==> config.mk <==
export PLATFORM = sky130hd
export DESIGN_NAME = rpt_xbar
export DESIGN_NICKNAME = d
export VERILOG_FILES = /design/src/rtl/rpt_pkg.sv /design/src/rtl/rpt_regs.sv /design/src/rtl/rpt_fifo.sv /design/src/rtl/rpt_xbar.sv
export SDC_FILE = /design/constraint.sdc
export NUM_CORES = 1
export LEC_CHECK = 0
export ABC_AREA = 1
export ABC_CLOCK_PERIOD_IN_PS = 1900
export BUFFER_PORTS_ARGS = -buffer_cell sky130_fd_sc_hd__buf_2
export CORE_AREA = 5 5 141 278
export DETAILED_ROUTE_END_ITERATION = 12
export DIE_AREA = 0 0 146 283
export PLACE_DENSITY = 0.75
export SLEW_MARGIN = 0
export SYNTH_ARGS = -nofsm -noshare
export SYNTH_HDL_FRONTEND = slang
export SYNTH_SLANG_ARGS = --single-unit
export TNS_END_PERCENT = 20
==> constraint.sdc <==
create_clock -name clk_i -period 1.9 [get_ports clk_i]
set_input_delay 0.19 -clock clk_i [delete_from_list [all_inputs] [get_ports clk_i]]
set_output_delay 0.19 -clock clk_i [all_outputs]
set_load 0.02 [all_outputs]
==> src/rtl/rpt_pkg.sv <==
package rpt_pkg;
  typedef enum logic {ADDR_EN = 1'b0, ADDR_MODE = 1'b1} cfg_addr_e;
  typedef enum logic {PATH_DIRECT = 1'b0, PATH_RETIME = 1'b1} path_e;
endpackage

==> src/rtl/rpt_regs.sv <==
module rpt_regs
  import rpt_pkg::*;
#(
  parameter int NCH = 6
) (
  input  logic           clk_i,
  input  logic           rst_ni,
  input  logic           wr_en_i,
  input  logic           wr_addr_i,
  input  logic [NCH-1:0] wr_data_i,
  output logic [NCH-1:0] en_o,
  output logic [NCH-1:0] mode_o
);
  always_ff @(posedge clk_i or negedge rst_ni) begin
    if (!rst_ni) begin
      en_o   <= '0;
      mode_o <= '0;
    end else if (wr_en_i) begin
      if (wr_addr_i == ADDR_MODE) mode_o <= wr_data_i;
      else                        en_o   <= wr_data_i;
    end
  end

  assert_wr_en_R2: assert property (@(posedge clk_i) disable iff (!rst_ni)
    (wr_en_i && wr_addr_i == ADDR_EN) |=> en_o == $past(wr_data_i));
  assert_wr_mode_R2: assert property (@(posedge clk_i) disable iff (!rst_ni)
    (wr_en_i && wr_addr_i == ADDR_MODE) |=> mode_o == $past(wr_data_i));
endmodule

==> src/rtl/rpt_fifo.sv <==
module rpt_fifo #(
  parameter int          W     = 10,
  parameter int          DEPTH = 4,
  parameter logic [W-1:0] IDLE = 10'h0FA
) (
  input  logic         clk_i,
  input  logic         rst_ni,
  input  logic         push_i,
  input  logic [W-1:0] data_i,
  input  logic         pop_i,
  output logic [W-1:0] head_o
);
  localparam int AW = (DEPTH > 1) ? $clog2(DEPTH) : 1;
  localparam int CW = $clog2(DEPTH + 1);

  logic [W-1:0]  mem_q [DEPTH];
  logic [AW-1:0] wr_ptr_q, rd_ptr_q;
  logic [CW-1:0] cnt_q;
  logic          pop_ok, push_ok;

  assign pop_ok  = pop_i && (cnt_q != '0);
  assign push_ok = push_i && ((cnt_q != CW'(DEPTH)) || pop_ok);
  assign head_o  = (cnt_q == '0) ? IDLE : mem_q[rd_ptr_q];

  function automatic logic [AW-1:0] inc(input logic [AW-1:0] p);
    return (p == AW'(DEPTH - 1)) ? '0 : p + 1'b1;
  endfunction

  always_ff @(posedge clk_i) begin
    if (push_ok) mem_q[wr_ptr_q] <= data_i;
  end

  always_ff @(posedge clk_i or negedge rst_ni) begin
    if (!rst_ni) begin
      wr_ptr_q <= '0;
      rd_ptr_q <= '0;
      cnt_q    <= '0;
    end else begin
      if (push_ok) wr_ptr_q <= inc(wr_ptr_q);
      if (pop_ok)  rd_ptr_q <= inc(rd_ptr_q);
      if (push_ok && !pop_ok)      cnt_q <= cnt_q + 1'b1;
      else if (pop_ok && !push_ok) cnt_q <= cnt_q - 1'b1;
    end
  end

  assert_no_overflow_R8: assert property (@(posedge clk_i) disable iff (!rst_ni)
    cnt_q <= CW'(DEPTH));
  assert_drop_full_R8: assert property (@(posedge clk_i) disable iff (!rst_ni)
    (push_i && cnt_q == CW'(DEPTH) && !pop_i) |=> (cnt_q == CW'(DEPTH)) && $stable(wr_ptr_q));
  assert_drain_R9: assert property (@(posedge clk_i) disable iff (!rst_ni)
    (pop_i && !push_i && cnt_q != '0) |=> cnt_q == $past(cnt_q) - 1'b1);
endmodule

==> src/rtl/rpt_xbar.sv <==
module rpt_xbar
  import rpt_pkg::*;
#(
  parameter int           NCH   = 6,
  parameter int           W     = 10,
  parameter int           DEPTH = 4,
  parameter logic [W-1:0] IDLE  = 10'h0FA
) (
  input  logic             clk_i,
  input  logic             rst_ni,
  input  logic             wr_en_i,
  input  logic             wr_addr_i,
  input  logic [NCH-1:0]   wr_data_i,
  input  logic             word_stb_i,
  input  logic [NCH*W-1:0] rx_word_i,
  input  logic [NCH-1:0]   rx_vld_i,
  input  logic [NCH*W-1:0] tx_par_i,
  output logic [NCH*W-1:0] tx_word_o
);
  logic [NCH-1:0] en_q, mode_q;
  logic [W-1:0]   head_w [NCH];

  rpt_regs #(.NCH(NCH)) u_regs (
    .clk_i, .rst_ni, .wr_en_i, .wr_addr_i, .wr_data_i,
    .en_o(en_q), .mode_o(mode_q)
  );

  for (genvar c = 0; c < NCH; c++) begin : g_fifo
    rpt_fifo #(.W(W), .DEPTH(DEPTH), .IDLE(IDLE)) u_fifo (
      .clk_i, .rst_ni,
      .push_i(rx_vld_i[c]),
      .data_i(rx_word_i[c*W +: W]),
      .pop_i (word_stb_i),
      .head_o(head_w[c])
    );
  end

  for (genvar c = 0; c < NCH; c++) begin : g_tx
    localparam int P = c ^ 1;  // fixed adjacent pairing
    logic [W-1:0] nxt;

    always_comb begin
      if (!en_q[P])                    nxt = tx_par_i[c*W +: W];
      else if (mode_q[P] == PATH_RETIME) nxt = head_w[P];
      else                             nxt = rx_word_i[P*W +: W];
    end

    // update only at word boundaries so no partial group is sent
    always_ff @(posedge clk_i or negedge rst_ni) begin
      if (!rst_ni)         tx_word_o[c*W +: W] <= IDLE;
      else if (word_stb_i) tx_word_o[c*W +: W] <= nxt;
    end

    assert_bypass_R3: assert property (@(posedge clk_i) disable iff (!rst_ni)
      (word_stb_i && !en_q[P]) |=> tx_word_o[c*W +: W] == $past(tx_par_i[c*W +: W]));
    assert_direct_R4: assert property (@(posedge clk_i) disable iff (!rst_ni)
      (word_stb_i && en_q[P] && !mode_q[P]) |=> tx_word_o[c*W +: W] == $past(rx_word_i[P*W +: W]));
    assert_hold_R7: assert property (@(posedge clk_i) disable iff (!rst_ni)
      !word_stb_i |=> $stable(tx_word_o[c*W +: W]));
  end
endmodule

-- Word level (Yosys, flattened, before mapping)
Memory sizes are Yosys's and may differ from the RTL's.
Cells that the tools add are included.
- register bits after elaboration: 114
- bits in latches: 0
- RAM bits: 240
- ROM bits: 0
- output and inout bits: 60
- memories: 6
- $add $sub $neg: 24
- multipliers: 0
- div/mod/pow operators: 0
- order comparisons: 0
- equal/unequal tests: 18
- shift operators: 0
- mux-type cells: 54
- bitwise gates (word level): 1
- reduce and logical (&&, ||, !) cells: 62
- memory list (name ; depth ; width ; read ports ; clocked after memory_dff ; wr ports ; line ; source):
    g_fifo[0].u_fifo.mem_q ; 4 ; 10 ; 1 ; 0 ; 1 ; rpt_fifo.sv:16 ; logic [W-1:0] mem_q [DEPTH];
    g_fifo[1].u_fifo.mem_q ; 4 ; 10 ; 1 ; 0 ; 1 ; rpt_fifo.sv:16 ;
    g_fifo[2].u_fifo.mem_q ; 4 ; 10 ; 1 ; 0 ; 1 ; rpt_fifo.sv:16 ;
    g_fifo[3].u_fifo.mem_q ; 4 ; 10 ; 1 ; 0 ; 1 ; rpt_fifo.sv:16 ;
    g_fifo[4].u_fifo.mem_q ; 4 ; 10 ; 1 ; 0 ; 1 ; rpt_fifo.sv:16 ;
    g_fifo[5].u_fifo.mem_q ; 4 ; 10 ; 1 ; 0 ; 1 ; rpt_fifo.sv:16 ;
- operator list (cell ; number):
    10-bit 2-to-1 mux ; 18
    3-bit 2-to-1 mux ; 12
    2-bit by 1-bit adder with 2-bit output, second input constant ; 12
    2-bit equality test, second input constant ; 12
    1-bit logical AND ; 24
    2-bit 2-to-1 mux ; 12
    3-bit by 1-bit adder with 3-bit output, second input constant ; 6
    3-bit zero test ; 6
    3-bit inequality test, second input constant ; 6
    3-bit nonzero test ; 6
    3-bit by 1-bit subtractor with 3-bit output, second input constant ; 6
    1-bit zero test ; 12
    1-bit 2-to-1 mux ; 12
    2-bit nonzero test ; 6
    1-bit logical OR ; 6
    2-bit AND reduction ; 2
    1-bit inverter ; 1

-- Logic depth before layout (Yosys ltp)
- depth after elaboration: 8
- depth in mapped cells: 12
- gate-level depth less buffers: 10

-- Modules after synthesis
From an unflattened synthesis, not the netlist that was laid out.
- cell total of the unflattened synthesis: 1819
- area, all modules: 17275.3 um^2
- by module, submodules not included (module ; instances ; cells an instance ; area an instance (um^2) ; seq. area each (um^2)):
    rpt_fifo ; 6 ; 198 ; 2067.0 ; 1376.3
    rpt_xbar ; 1 ; 578 ; 4389.2 ; 1546.5
    rpt_regs ; 1 ; 53 ; 484.2 ; 300.3

-- Least setup slack after synthesis
OpenSTA, ideal clock, no wires.
- path kind: reg2reg
- start: reg g_fifo[0].u_fifo.cnt_q[1]
- end: reg g_fifo[0].u_fifo.cnt_q[1]
- library setup time: 125 ps
- arrival: 1768 ps
- required time: 1775 ps
- path slack: 7 ps
- cell stages (with the launch flop): 9
- path buffers: 0
- clock period less this slack: 1893 ps
- cells stage by stage: dfrtp_1 nor2_2 nand3_1 nand2_2 inv_1 ha_1 inv_1 fa_1 mux2_2
- word-level cells in the longest chain between the ends: 7
- RTL lines (element ; line ; source):
    from (decl) ; rpt_fifo.sv:18 ; logic [CW-1:0] cnt_q;
    from (signal assigned) ; rpt_fifo.sv:41 ; if (push_ok && !pop_ok) cnt_q <= cnt_q + 1'b1;
    from (signal assigned) ; rpt_fifo.sv:42 ; else if (pop_ok && !push_ok) cnt_q <= cnt_q - 1'b1;
    3-bit nonzero test ; rpt_fifo.sv:21 ; assign pop_ok = pop_i && (cnt_q != '0);
    1-bit logical AND ; rpt_fifo.sv:21 ;
    1-bit logical OR * ; rpt_fifo.sv:22 ; assign push_ok = push_i && ((cnt_q != CW'(DEPTH)) || pop_ok);
    1-bit logical AND * ; rpt_fifo.sv:22 ;
    named net g_fifo[0].u_fifo.push_ok ; rpt_fifo.sv:19 ; logic pop_ok, push_ok;
    1-bit zero test ; rpt_fifo.sv:42 ;
    1-bit logical AND ; rpt_fifo.sv:42 ;
    2-bit nonzero test (no source line) ; - ;
Mark *: on every way through the listed nets, which the timed path passes. The rest lies on a longest branch. The select of a mux whose other input is x is not followed.
A chain may end at the register's enable or synchronous reset.

-- Worst setup path in the final report
- start: reg g_fifo[2].u_fifo.cnt_q[1]
- end: reg g_fifo[2].u_fifo.cnt_q[1]
- word-level cells in the longest chain between the ends: 7
- RTL lines (element ; line):
    from (decl) ; rpt_fifo.sv:18
    from (signal assigned) ; rpt_fifo.sv:41
    from (signal assigned) ; rpt_fifo.sv:42
    3-bit nonzero test ; rpt_fifo.sv:21
    1-bit logical AND ; rpt_fifo.sv:21
    1-bit logical OR * ; rpt_fifo.sv:22
    1-bit logical AND * ; rpt_fifo.sv:22
    named net g_fifo[2].u_fifo.push_ok ; rpt_fifo.sv:19
    1-bit zero test ; rpt_fifo.sv:42
    1-bit logical AND ; rpt_fifo.sv:42
    2-bit nonzero test (no source line) ; -
Marked as above.

==> impl_metrics.ini <==
[status]
outcome = finished clean

[worst_setup_path]
r2r_cells = 8
crit_type = reg -> reg
cp_cell_sequence = nor2_2 -> nand3_1 -> nand2_2 -> inv_1 -> ha_1 -> inv_1 -> fa_1 -> mux2_2
cp_max_fo = 3
path_common_cell = inv_1
rr_startpoint = g_fifo[2].u_fifo.cnt_q[1]
cp_slowest_cell = dfrtp_1
crit_required_ps = 2350
timing.rr.end = g_fifo[2].u_fifo.cnt_q[1]
cpPeakStageDelay_ps = 410
cp_data_arrival_time_ps = 2330
startpoint_type = flop
rrSetupSlack_ps = 20
endpoint_kind = flop

[grt]
grt_pass1_wl_um = 65600
grt_pass1_vias = 12900
grt_max_degree = 44
grt_use_total = 0.192
grt_overflow = 0
grt_antenna_before_repair = 1

[detailed_routing]
finalWirelength_um = 40000
drc = 0
drtIter0Drc = 685
viasPerCell = 4.92
antenna_left = 0
wl_per_cell_um = 15.7
vias = 12500
drt_pass1_iterations = 5

[worst_hold_path]
whs_endpoint = tx_word_o[39]
hp-start = tx_par_i[39]
hold_depth = 5
min-delay-path-class = in -> reg

[clock_tree]
cts_made_buffers = 31
cts_num_sinks = 354
clock_path_buffers = 3
cts.clk_slew.worst_paths_ps = 70
clkLatencyLatePin_ps = 580
cts_max_level = 1
cts_root_buf = clkbuf_16
cts_tree = yes

[power]
clkPwrFrac = 0.232
pwr-share-seq = 0.421
p_sw_mw = 9.32
max-vdd-ir-drop_uv = 1040
power_frac_comb = 0.346
power_density_nw_per_um2 = 1280
p_int_mw = 16.9
total_leakage_power_nw = 9.16
swShare = 0.356

[placed_design]
gp_congestion = 0.790
port_buffers = 196
placed_area_um2 = 18100
dp_hpwl_um = 25500

[layout]
diodes = 0
area_growth_pct = 25.5
fin_area_um2 = 20500
drive_above_1_share = 0.216
nets = 2242
post-route-util = 0.555

[synthesis]
synth_most_common_cell = nand2_1
yosysTopAreaCell = edfxtp_1
ys_seq_elements = 354
synthFlopType = edfxtp_1
synth_edf_count = 240
synth_top_area_share = 0.442
synthTopCellsByArea = edfxtp_1, nand2_1, dfrtp_1, dfstp_2, nor2_1
yosys_warnings = 0
syn_inst = 1682
ys_seq_area_frac = 0.619
syn_avg_cell_area_um2 = 9.70
syn_area_um2 = 16300
syn-num-nets = 1861
ys_types = 31
ys_async_sr_fraction = 0.322
yosys-top-cells-count = nand2_1, edfxtp_1, nor2_1

[floorplan]
dieArea_um2 = 41300
ios = 197
dieWidth_um = 146
rows = 100
start_util = 0.442
fp.coreArea_um2 = 36900
fp.dieH_um = 283

[sta]
finalSetupViolCount = 0
max_freq_ghz = 0.532
rsz0062_at_grt = yes
period_share = 0.989
slew_headroom = 0.552
min_period_ps = 1880
finClkSkew_ps = 13.7
drv_slew = 0
hold_viol = 0
tightestPinTransition_ps = 670

[run]
drv_cap = 0
[cell families (layout without fill, tap and decap cells)]
| kind of cell | after synthesis | after routing | synth area share |
|---|---|---|---|
| and+or+nand+nor | 866 | 866 | 0.215 |
| DFF | 354 | 354 | 0.619 |
| buffers and inverters | 252 | 658 | 0.0691 |
| AOI/OAI and AO/OA | 150 | 150 | 0.0511 |
| adders and majority gates | 42 | 42 | 0.0350 |
| xor gates and xnor gates | 12 | 12 | 0.00644 |
| muxes | 6 | 6 | 0.00414 |
[worst max-delay path, delay by kind of cell, from the launching register on]
family                   cells  cell delay [ps]
adder cells (fa/ha/maj)      2              600
buffers and inverters        2              140
flip-flops                   1              410
multiplexers                 1              260
AND/OR/NAND/NOR              3              350
[power by group through the flow]
stage / clock [mW] / combinational, mW / sequential (mW)
after global routing: 6.52 / 10.3 / 11.2
after CTS: 6.21 / 8.95 / 11.0
after floorplan: 0 / 5.71 / 11.3
after global placement: 0 / 8.37 / 11.0
after detailed placement: 0 / 8.67 / 11.1
final: 6.08 / 9.07 / 11.0
[cells in the final DEF, fill, tap and decap left out, types with 7 or more instances in the layout]
master,count
o21ai_0,31
dfstp_2,36
buf_2,195
a21oi_1,100
nand3_1,127
dlygate4sd3_1,123
nand2_1,524
nor2_2,10
ha_1,34
dfrtp_1,75
o21ai_1,7
inv_2,18
clkbuf_16,32
nor2_1,186
buf_4,91
inv_1,167
edfxtp_1,240
[layer usage]
| metal | GRT usage | up-vias | share of wire |
|---|---|---|---|
| met4 | 0.0622 | 2 | 0.029 |
| met1 | 0.243 | 5833 | 0.40 |
| met5 | 0 | - | 0.00050 |
| met2 | 0.333 | 430 | 0.50 |
| li1 | - | 6170 | - |
| met3 | 0.0376 | 84 | 0.073 |
[what timing repair did]
item,in CTS,in global routing
hold buffers,123,0
hold endpoints to repair,405,0
resized for setup,5,25
setup endpoints to repair,5,12
buffers inserted,0,6
pin swaps,1,12
[cell type report]
cell class                 instances  area, µm²
fill                            2995      16400
sequential                       354      10100
multi-input combinational       1076       5150
timing repair buffer             412       2940
clock buffer                      40        881
inverter                         188        716
tap                              459        574
clock inverter                    18        111
[registers in the layout, summed over array words and instances (netlist names)]
signal                  flops
g_fifo.u_fifo.mem_q       240
tx_word_o                  60
g_fifo.u_fifo.cnt_q        18
g_fifo.u_fifo.rd_ptr_q     12
g_fifo.u_fifo.wr_ptr_q     12
u_regs.en_o                 6
u_regs.mode_o               6
[worst max-delay path by stage]
stage | start | endpoint | cells past startpoint
2_1_floorplan | g_fifo[0].u_fifo.cnt_q[1] | g_fifo[0].u_fifo.cnt_q[1] | 8
5_1_grt | g_fifo[2].u_fifo.cnt_q[1] | g_fifo[2].u_fifo.cnt_q[1] | 8
4_1_cts | g_fifo[1].u_fifo.cnt_q[1] | g_fifo[1].u_fifo.cnt_q[1] | 8
3_5_place_dp | g_fifo[3].u_fifo.cnt_q[2] | g_fifo[3].u_fifo.cnt_q[2] | 9
3_3_place_gp | word_stb_i | g_fifo[2].u_fifo.cnt_q[2] | 11
6_report | g_fifo[2].u_fifo.cnt_q[1] | g_fifo[2].u_fifo.cnt_q[1] | 8
[per-stage QoR]
step | std cells | hold WS, ps | power, mW | TNS, ps | setup WS, ps
after floorplan | 1682 | -106 | 17.0 | 0 | 7.03
after global placement | 2360 | 141 | 19.4 | 0 | 8.14
after detailed placement | 2360 | 139 | 19.8 | -125 | -44.3
after CTS | 2541 | 1.54 | 26.1 | -19.9 | -19.9
after global routing | 2547 | 29.6 | 28.0 | -141 | -55.7
final | 2547 | 28.0 | 26.2 | 0 | 21.7
(Power assumes the default switching activity.)
